### src/rtl/spi_clkdiv_pkg.sv
// Shared types for the serial clock divider.
// Assumes nothing beyond a single reference clock domain.
package spi_clkdiv_pkg;

    // Strobes emitted together for one serial clock edge
    typedef struct packed {
        logic edge_hit;
        logic sample;
        logic shift;
    } sclk_strobe_t;

endpackage

### src/rtl/spi_lin_stage.sv
// Linear divider stage: counts 0..lin and raises tick on the wrap cycle.
// Assumes clear is held for at least one edge to restart the count.
module spi_lin_stage #(
    parameter int PRE_W = 4
) (
    input  logic             clk,
    input  logic             rst_n,
    input  logic             clear,
    input  logic [PRE_W-1:0] lin,
    output logic             tick
);

    logic [PRE_W-1:0] cnt;

    // Combinational wrap detect; suppressed while restarting
    assign tick = !clear && (cnt == lin);

    // Advance the count, wrapping after it reaches the setting
    always_ff @(posedge clk) begin
        if (!rst_n || clear) begin
            cnt <= '0;
        end else if (cnt == lin) begin
            cnt <= '0;
        end else begin
            cnt <= cnt + PRE_W'(1);
        end
    end

endmodule

### src/rtl/spi_pow_stage.sv
// Power-of-two divider stage: counts linear ticks and passes every
// 2^pow-th one. With pow = 0 every tick passes straight through.
// Assumes step is already gated by clear upstream.
module spi_pow_stage #(
    parameter int POST_W = 4
) (
    input  logic              clk,
    input  logic              rst_n,
    input  logic              clear,
    input  logic              step,
    input  logic [POST_W-1:0] pow,
    output logic              div_edge
);

    localparam int CNT_W = (1 << POST_W) - 1;

    logic [CNT_W-1:0] cnt;
    logic [CNT_W-1:0] mask;

    // Build a mask of the low pow bits
    always_comb begin
        for (int i = 0; i < CNT_W; i++) begin
            mask[i] = (i < int'(pow));
        end
    end

    // An edge occurs when the low pow bits are about to carry
    assign div_edge = step && ((cnt & mask) == mask);

    // Count linear ticks; restart on clear
    always_ff @(posedge clk) begin
        if (!rst_n || clear) begin
            cnt <= '0;
        end else if (step) begin
            cnt <= cnt + CNT_W'(1);
        end
    end

endmodule

### src/rtl/spi_sclk_shaper.sv
// Turns divider edges into the serial clock level and the labelled
// strobes, and stops after 2*burst_bits edges.
// Assumes cpol and burst_bits are stable while enable is high.
module spi_sclk_shaper
    import spi_clkdiv_pkg::*;
#(
    parameter int BITS_W = 8
) (
    input  logic              clk,
    input  logic              rst_n,
    input  logic              enable,
    input  logic              cpol,
    input  logic              cpha,
    input  logic [BITS_W-1:0] burst_bits,
    input  logic              div_edge,
    output logic              sclk,
    output sclk_strobe_t      stb
);

    localparam int EC_W = BITS_W + 1;

    logic [EC_W-1:0] edge_cnt;
    logic [EC_W-1:0] budget;
    logic            fire;

    assign budget = {burst_bits, 1'b0};
    // A divider edge counts only while the burst budget is not used up
    assign fire   = enable && (edge_cnt != budget) && div_edge;

    // Register level, edge count and labelled strobes
    always_ff @(posedge clk) begin
        if (!rst_n || !enable) begin
            edge_cnt <= '0;
            sclk     <= cpol;
            stb      <= '0;
        end else begin
            stb.edge_hit <= fire;
            stb.sample   <= fire && (edge_cnt[0] == cpha);
            stb.shift    <= fire && (edge_cnt[0] != cpha);
            if (fire) begin
                edge_cnt <= edge_cnt + EC_W'(1);
                sclk     <= ~sclk;
            end
        end
    end

endmodule

### src/rtl/spi_sclk_divider.sv
// Two-stage serial clock divider for an SPI master. Half-period
// strobe rate is clk / (lin_div+1) / 2^pow_div. Stages restart when
// enable is low or either divider field changes value.
// Assumes synchronous inputs in the clk domain.
module spi_sclk_divider
    import spi_clkdiv_pkg::*;
#(
    parameter int PRE_W  = 4,
    parameter int POST_W = 4,
    parameter int BITS_W = 8
) (
    input  logic              clk,
    input  logic              rst_n,
    input  logic              enable,
    input  logic [PRE_W-1:0]  lin_div,
    input  logic [POST_W-1:0] pow_div,
    input  logic [BITS_W-1:0] burst_bits,
    input  logic              cpol,
    input  logic              cpha,
    output logic              edge_stb,
    output logic              sample_stb,
    output logic              shift_stb,
    output logic              sclk
);

    logic [PRE_W-1:0]  lin_q;
    logic [POST_W-1:0] pow_q;
    logic              fields_moved;
    logic              restart;
    logic              lin_tick;
    logic              div_edge;
    sclk_strobe_t      stb;

    assign fields_moved = (lin_div != lin_q) || (pow_div != pow_q);
    assign restart      = !enable || fields_moved;

    // Shadow the divider fields to detect a change
    always_ff @(posedge clk) begin
        if (!rst_n) begin
            lin_q <= '0;
            pow_q <= '0;
        end else begin
            lin_q <= lin_div;
            pow_q <= pow_div;
        end
    end

    spi_lin_stage #(.PRE_W(PRE_W)) u_lin (
        .clk   (clk),
        .rst_n (rst_n),
        .clear (restart),
        .lin   (lin_div),
        .tick  (lin_tick)
    );

    spi_pow_stage #(.POST_W(POST_W)) u_pow (
        .clk      (clk),
        .rst_n    (rst_n),
        .clear    (restart),
        .step     (lin_tick),
        .pow      (pow_div),
        .div_edge (div_edge)
    );

    spi_sclk_shaper #(.BITS_W(BITS_W)) u_shape (
        .clk        (clk),
        .rst_n      (rst_n),
        .enable     (enable),
        .cpol       (cpol),
        .cpha       (cpha),
        .burst_bits (burst_bits),
        .div_edge   (div_edge),
        .sclk       (sclk),
        .stb        (stb)
    );

    assign edge_stb   = stb.edge_hit;
    assign sample_stb = stb.sample;
    assign shift_stb  = stb.shift;

endmodule

### config.mk
export PLATFORM = sky130hd
export DESIGN_NAME = spi_sclk_divider
export DESIGN_NICKNAME = d
export VERILOG_FILES = /design/src/rtl/spi_clkdiv_pkg.sv /design/src/rtl/spi_lin_stage.sv /design/src/rtl/spi_pow_stage.sv /design/src/rtl/spi_sclk_shaper.sv /design/src/rtl/spi_sclk_divider.sv
export SDC_FILE = /design/constraint.sdc
export NUM_CORES = 1
export LEC_CHECK = 0
export ABC_AREA = 1
export ABC_CLOCK_PERIOD_IN_PS = 2050
export CORE_MARGIN = 1.5
export CORE_UTILIZATION = 44
export DETAILED_ROUTE_END_ITERATION = 6
export DONT_BUFFER_PORTS = 1
export GPL_TIMING_DRIVEN = 0
export HOLD_SLACK_MARGIN = 0.08
export MAX_ROUTING_LAYER = met4
export SLEW_MARGIN = 20
export SYNTH_ARGS = -nofsm -noshare
export SYNTH_HDL_FRONTEND = slang
export SYNTH_SLANG_ARGS = --single-unit
### constraint.sdc
create_clock -name clk -period 2.05 [get_ports clk]
set_input_delay 0.41 -clock clk [delete_from_list [all_inputs] [get_ports clk]]
set_output_delay 0.41 -clock clk [all_outputs]
set_load 0.005 [all_outputs]
# Word-level counts from Yosys, hierarchy flattened

Index checks and enable logic that the tools add are counted.

$add $sub $neg: 3
Magnitude comparators: 15
Eq/ne operators: 7
Muxes and demuxes: 2
Bitwise operators: 2
Reductions and logical operators: 15

Operators with widths:

| operator                | count |
|---|---|
| $lt A4 B4 Y1 const A    | 7 |
| $lt A3 B4 Y1 const A    | 4 |
| $add A15 B1 Y15 const B | 1 |
| $and A15 B15 Y15        | 1 |
| $eq A15 B15 Y1          | 1 |
| $add A9 B1 Y9 const B   | 1 |
| $ne A9 B9 Y1            | 1 |
| $lt A1 B4 Y1 const A    | 2 |
| $lt A2 B4 Y1 const A    | 2 |
| $ne A4 B4 Y1            | 2 |
| $logic_and A1 B1 Y1     | 6 |
| $add A4 B1 Y4 const B   | 1 |
| $eq A4 B4 Y1            | 1 |
| $logic_or A1 B1 Y1      | 4 |
| $logic_not A1 Y1        | 3 |
| $mux W1                 | 2 |
| $reduce_bool A2 Y1      | 1 |
| $reduce_or A2 Y1        | 1 |
| $eq A1 B1 Y1            | 1 |
| $ne A1 B1 Y1            | 1 |
| $not A1 Y1              | 1 |

Flip-flop bits (word level): 40
Bits of input ports: 21
Word-level logic and storage cells: 53

# Longest topological paths before layout

Depth in word-level cells: 9
Gate-level depth with buffers: 13

# Cells and area by module

Synthesis repeated with hierarchy kept, for this count alone.

Cell total of the unflattened synthesis: 402
Area, all modules: 2488.6 sq um

By module, submodules not included:

| module           | instances | cells each | area an instance (sq um) | seq. area each (sq um) |
|---|---|---|---|---|
| spi_pow_stage    | 1         | 153        | 970.9                    | 300.3 |
| spi_sclk_shaper  | 1         | 147        | 895.9                    | 270.3 |
| spi_sclk_divider | 1         | 62         | 384.1                    | 160.2 |
| spi_lin_stage    | 1         | 40         | 237.7                    | 80.1 |

# Least setup slack after synthesis

Ideal clock, no wire load.

Path type: input-to-reg
Start: in pow_div[3]
End: reg u_shape.sclk, enable pin
Setup time: 0.295 ns
Arrival: 1.400 ns
Required time: 1.755 ns
Slack: 0.354 ns
Stages: 10
Path buffers: 1
Cells stage by stage: buf_6 -> nor2_1 -> nand2_1 -> nand2_1 -> nand2_1 -> nor2_1 -> nand2_1 -> nor2_2 -> nand3_2 -> nand2_1

Longest elaborated chain between the ends: 8
Elaborated cells between the ends (all ways): 25
Those cells by class: order compare: 15; eq/ne: 2; bitwise: 1; reduce/logical: 7

RTL lines:

| what                                                 | line                   | RTL |
|---|---|---|
| start, declared                                      | spi_sclk_divider.sv:16 | `input logic [POST_W-1:0] pow_div,` |
| branches (longest 5 deep; another with $lt A1 B4 Y1) | -                      |  |
| $logic_and A1 B1 Y1 *                                | spi_pow_stage.sv:28    | `assign div_edge = step && ((cnt & mask) == mask);` |
| $logic_and A1 B1 Y1 *                                | spi_sclk_shaper.sv:28  | `assign fire = enable && (edge_cnt != budget) && div_edge;` |
| $reduce_bool A2 Y1 (no source line) *                | -                      |  |
| end signal, assigned                                 | spi_sclk_shaper.sv:34  | `sclk <= cpol;` |
| end signal, assigned                                 | spi_sclk_shaper.sv:42  | `sclk <= ~sclk;` |
| end, declared                                        | spi_sclk_shaper.sv:16  | `output logic sclk,` |

Every way passes the cells marked *.
A chain may end at the register's enable or synchronous reset.

# Final worst setup path

Start: reg u_lin.cnt[2]
End: reg u_shape.edge_cnt[2]

Longest elaborated chain between the ends: 4

RTL lines:

| what                   | line                  | RTL |
|---|---|---|
| start, declared        | spi_lin_stage.sv:13   | `logic [PRE_W-1:0] cnt;` |
| start signal, assigned | spi_lin_stage.sv:25   | `cnt <= cnt + PRE_W'(1);` |
| $eq A4 B4 Y1           | spi_lin_stage.sv:16   | `assign tick = !clear && (cnt == lin);` |
| $logic_and A1 B1 Y1    | spi_lin_stage.sv:16   |  |
| $logic_and A1 B1 Y1    | spi_pow_stage.sv:28   |  |
| $logic_and A1 B1 Y1    | spi_sclk_shaper.sv:28 |  |
| end signal, assigned   | spi_sclk_shaper.sv:41 | `edge_cnt <= edge_cnt + EC_W'(1);` |
| end, declared          | spi_sclk_shaper.sv:22 | `logic [EC_W-1:0] edge_cnt;` |

No other way between the ends.

==> results.md <==
- Leakage: 1.17 nW
- Initial core utilization: 45.6%
- Via Count: 2112
- Crit start category: flop
- Die H: 75.5 um
- Syn Std Cell Area: 2310 um^2
- Clk_lat worst skew: 0.29 ns
- CTS H-tree lvls: 2
- Fin cells: 462
- TritonCTS buffer count: 5
- Worst vdd ir: 0.287 mV
- Vias per cell: 4.57
- Unrepaired setup endpoints after global routing: false
- Iter 0 DRT Violations: 67
- Die Width: 75.5 um
- GR Overflow Total: 0
- Vias in the first global route: 1871
- Layout cell share with drive strength beyond 1: 4.59%
- Actual slew at the worst max-slew pin: 0.463 ns
- Nets: 415
- Diode count: 0
- Final hold violation count: 0
- Synth cell types: 25
- Port Buffers: 0
- Setup Skew: 0.00743 ns
- DP HPWL: 3.81 mm
- Crit share post-route: 86.2%
- Met3 GRT Util: 4.37%
- Sinks on Clock Net: 40
- CTS tree: built
- Synth Instances: 383
- GR Util met1: 23.8%
- Hold Crit Class: input port to flop
- Post-Syn Nets: 407
- Num rows: 26
- Sequential area share after synthesis: 35.1%
- Final Power: 1.48 mW
- Most frequent cells in the layout: nand2_1, inv_1, nor2_1, dfxtp_1, nand3_1
- Commonest non-fill, non-tap cell in the layout: nand2_1
- GRT Resource Usage Total: 19.8%
- WL final: 4.87 mm
- Root buf cell: clkbuf_8
- # DRC: 0
- Clock transition at the registers of the reported paths: 0.08 ns
- First-pass GRT wire length: 8.27 mm
- Tmin final: 1.77 ns
- Area Overhead vs Synth: 8.66%
- CP Data Required Time: 2.25 ns
- Core ar.: 5070 um^2
- GR peak layer: met2
- Largest net degree at the start of global routing: 13
- Clock buffer depth: 2
- YS warnings: 0
- Worst EP arrival: 1.96 ns
- CP Capture Type: flop
- Routing usage on met2: 33.4%
- Placed cell count: 453
- Power Dens Cells: 587 nW/um^2
- Final setup violating endpoints: 0
- Detail Route Antenna Nets: 0
- Initial antenna violation count: 0
- Ports: 25
- Flop and latch count out of synthesis: 40
- CP Class: flop to flop
- Total of max-cap violations: 0
- Crit Path Max Fanout: 5
- Mapped Avg Cell Area: 6.04 um^2
- Worst Hold Slack: 0.215 ns
- 1st-pass router iterations: 4
- Status: finished, final reports clean
- DR WL/cell: 10.5 um
- Die area: 5700 um^2
- Setup TNS: 0 ns
- Final Max Slew Viols: 0
- Fmax: 566 MHz
- Placer Congestion: 0.840
- Worst slew margin: 69.1%
==> area by class of cell <==
cell class	instances	area, um^2
buffer	4	33.8
tap	70	87.6
multi-input combinational	270	1210
timing repair buffer	1	7.51
clock buffer	8	100
inverter	69	259
fill	556	2560
sequential	40	811
==> synthesized netlist by cell type <==
library cell	n	share of area (%)
nand4_1	5	1.4
edfxtp_1	1	1.3
inv_1	67	11
or2_1	1	0.27
nor3_4	1	0.70
nor3_1	4	0.87
nor2_2	1	0.27
nor2_1	54	8.8
buf_6	2	0.97
inv_2	2	0.32
buf_4	1	0.32
o21ai_0	16	3.5
ha_1	3	1.6
o21bai_1	2	0.65
nor2_4	1	0.49
nand3_2	1	0.43
and3_1	1	0.27
dfxtp_1	39	34
clkbuf_1	1	0.16
nand2_1	136	22
xor2_1	5	1.9
nand3_1	20	4.3
a31oi_1	1	0.27
a21oi_1	14	3.0
xnor2_1	4	1.5
==> what timing repair did <==
action                                  CTS  global route
gates resized for setup                   0             1
hold buffers                              0             0
buffers inserted                          0             1
endpoints found under the setup margin    0             7
==> sequential cells by signal, summed over array words and instances, names as in the netlist <==
| register | flops |
|---|---|
| lin_q | 4 |
| pow_q | 4 |
| u_lin.cnt | 4 |
| u_pow.cnt | 15 |
| u_shape.edge_cnt | 9 |
| u_shape.sclk | 1 |
| u_shape.stb | 3 |
==> through the flow <==
step | worst slack (ns) | cell area [um^2] | utilization, %
finish | 0.283 | 2510 | 49.5
global route | 0.00894 | 2510 | 49.5
CTS | 0.168 | 2500 | 49.3
detailed placement | 0.105 | 2400 | 47.3
global placement | 0.132 | 2400 | 47.3
floorplan | 0.354 | 2310 | -
==> path summary, 6_finish.rpt <==
check,cells after the start,from,slack (ns),to
setup / recovery,11,u_lin.cnt[2],0.28,u_shape.edge_cnt[2]
hold / removal,2,lin_div[1],0.21,lin_q[1]
setup reg to reg,11,u_lin.cnt[2],0.28,u_shape.edge_cnt[2]
hold reg to reg,1,u_lin.cnt[0],0.49,u_lin.cnt[0]
==> power breakdown <==
| part | total, mW | switching (mW) | internal [mW] |
|---|---|---|---|
| clock network | 0.587 | 0.279 | 0.308 |
| registers | 0.795 | 0.00506 | 0.790 |
| logic | 0.0934 | 0.0574 | 0.0360 |
| total | 1.48 | 0.342 | 1.13 |
==> worst max-delay path: stages (launching register included) <==
cell and delay [ns]:
dfxtp_1 0.41, inv_1 0.06, nand2_1 0.05, nand2_1 0.05
nor2_1 0.10, nand2_1 0.15, nor3_4 0.32, nand3_2 0.19
nand2_1 0.13, inv_1 0.11, nand2_1 0.07, nand2_1 0.04
==> routing by layer <==
layer,share of wire [%],up-vias
li1,-,1179
met1,49,908
met2,46,18
met3,3.1,7
met4,1.3,0
met5,0,-
==> cell families after synthesis <==
| group | synth area share [%] |
|---|---|
| AO/OA/AOI/OAI | 7.41 |
| AND/OR/NAND/NOR | 39.8 |
| flip-flops | 35.1 |
| adder cells (fa/ha/maj) | 1.62 |
| XOR/XNOR | 3.41 |
| buffers and inverters | 12.7 |
No activity file was read; power rests on OpenSTA's default activity.
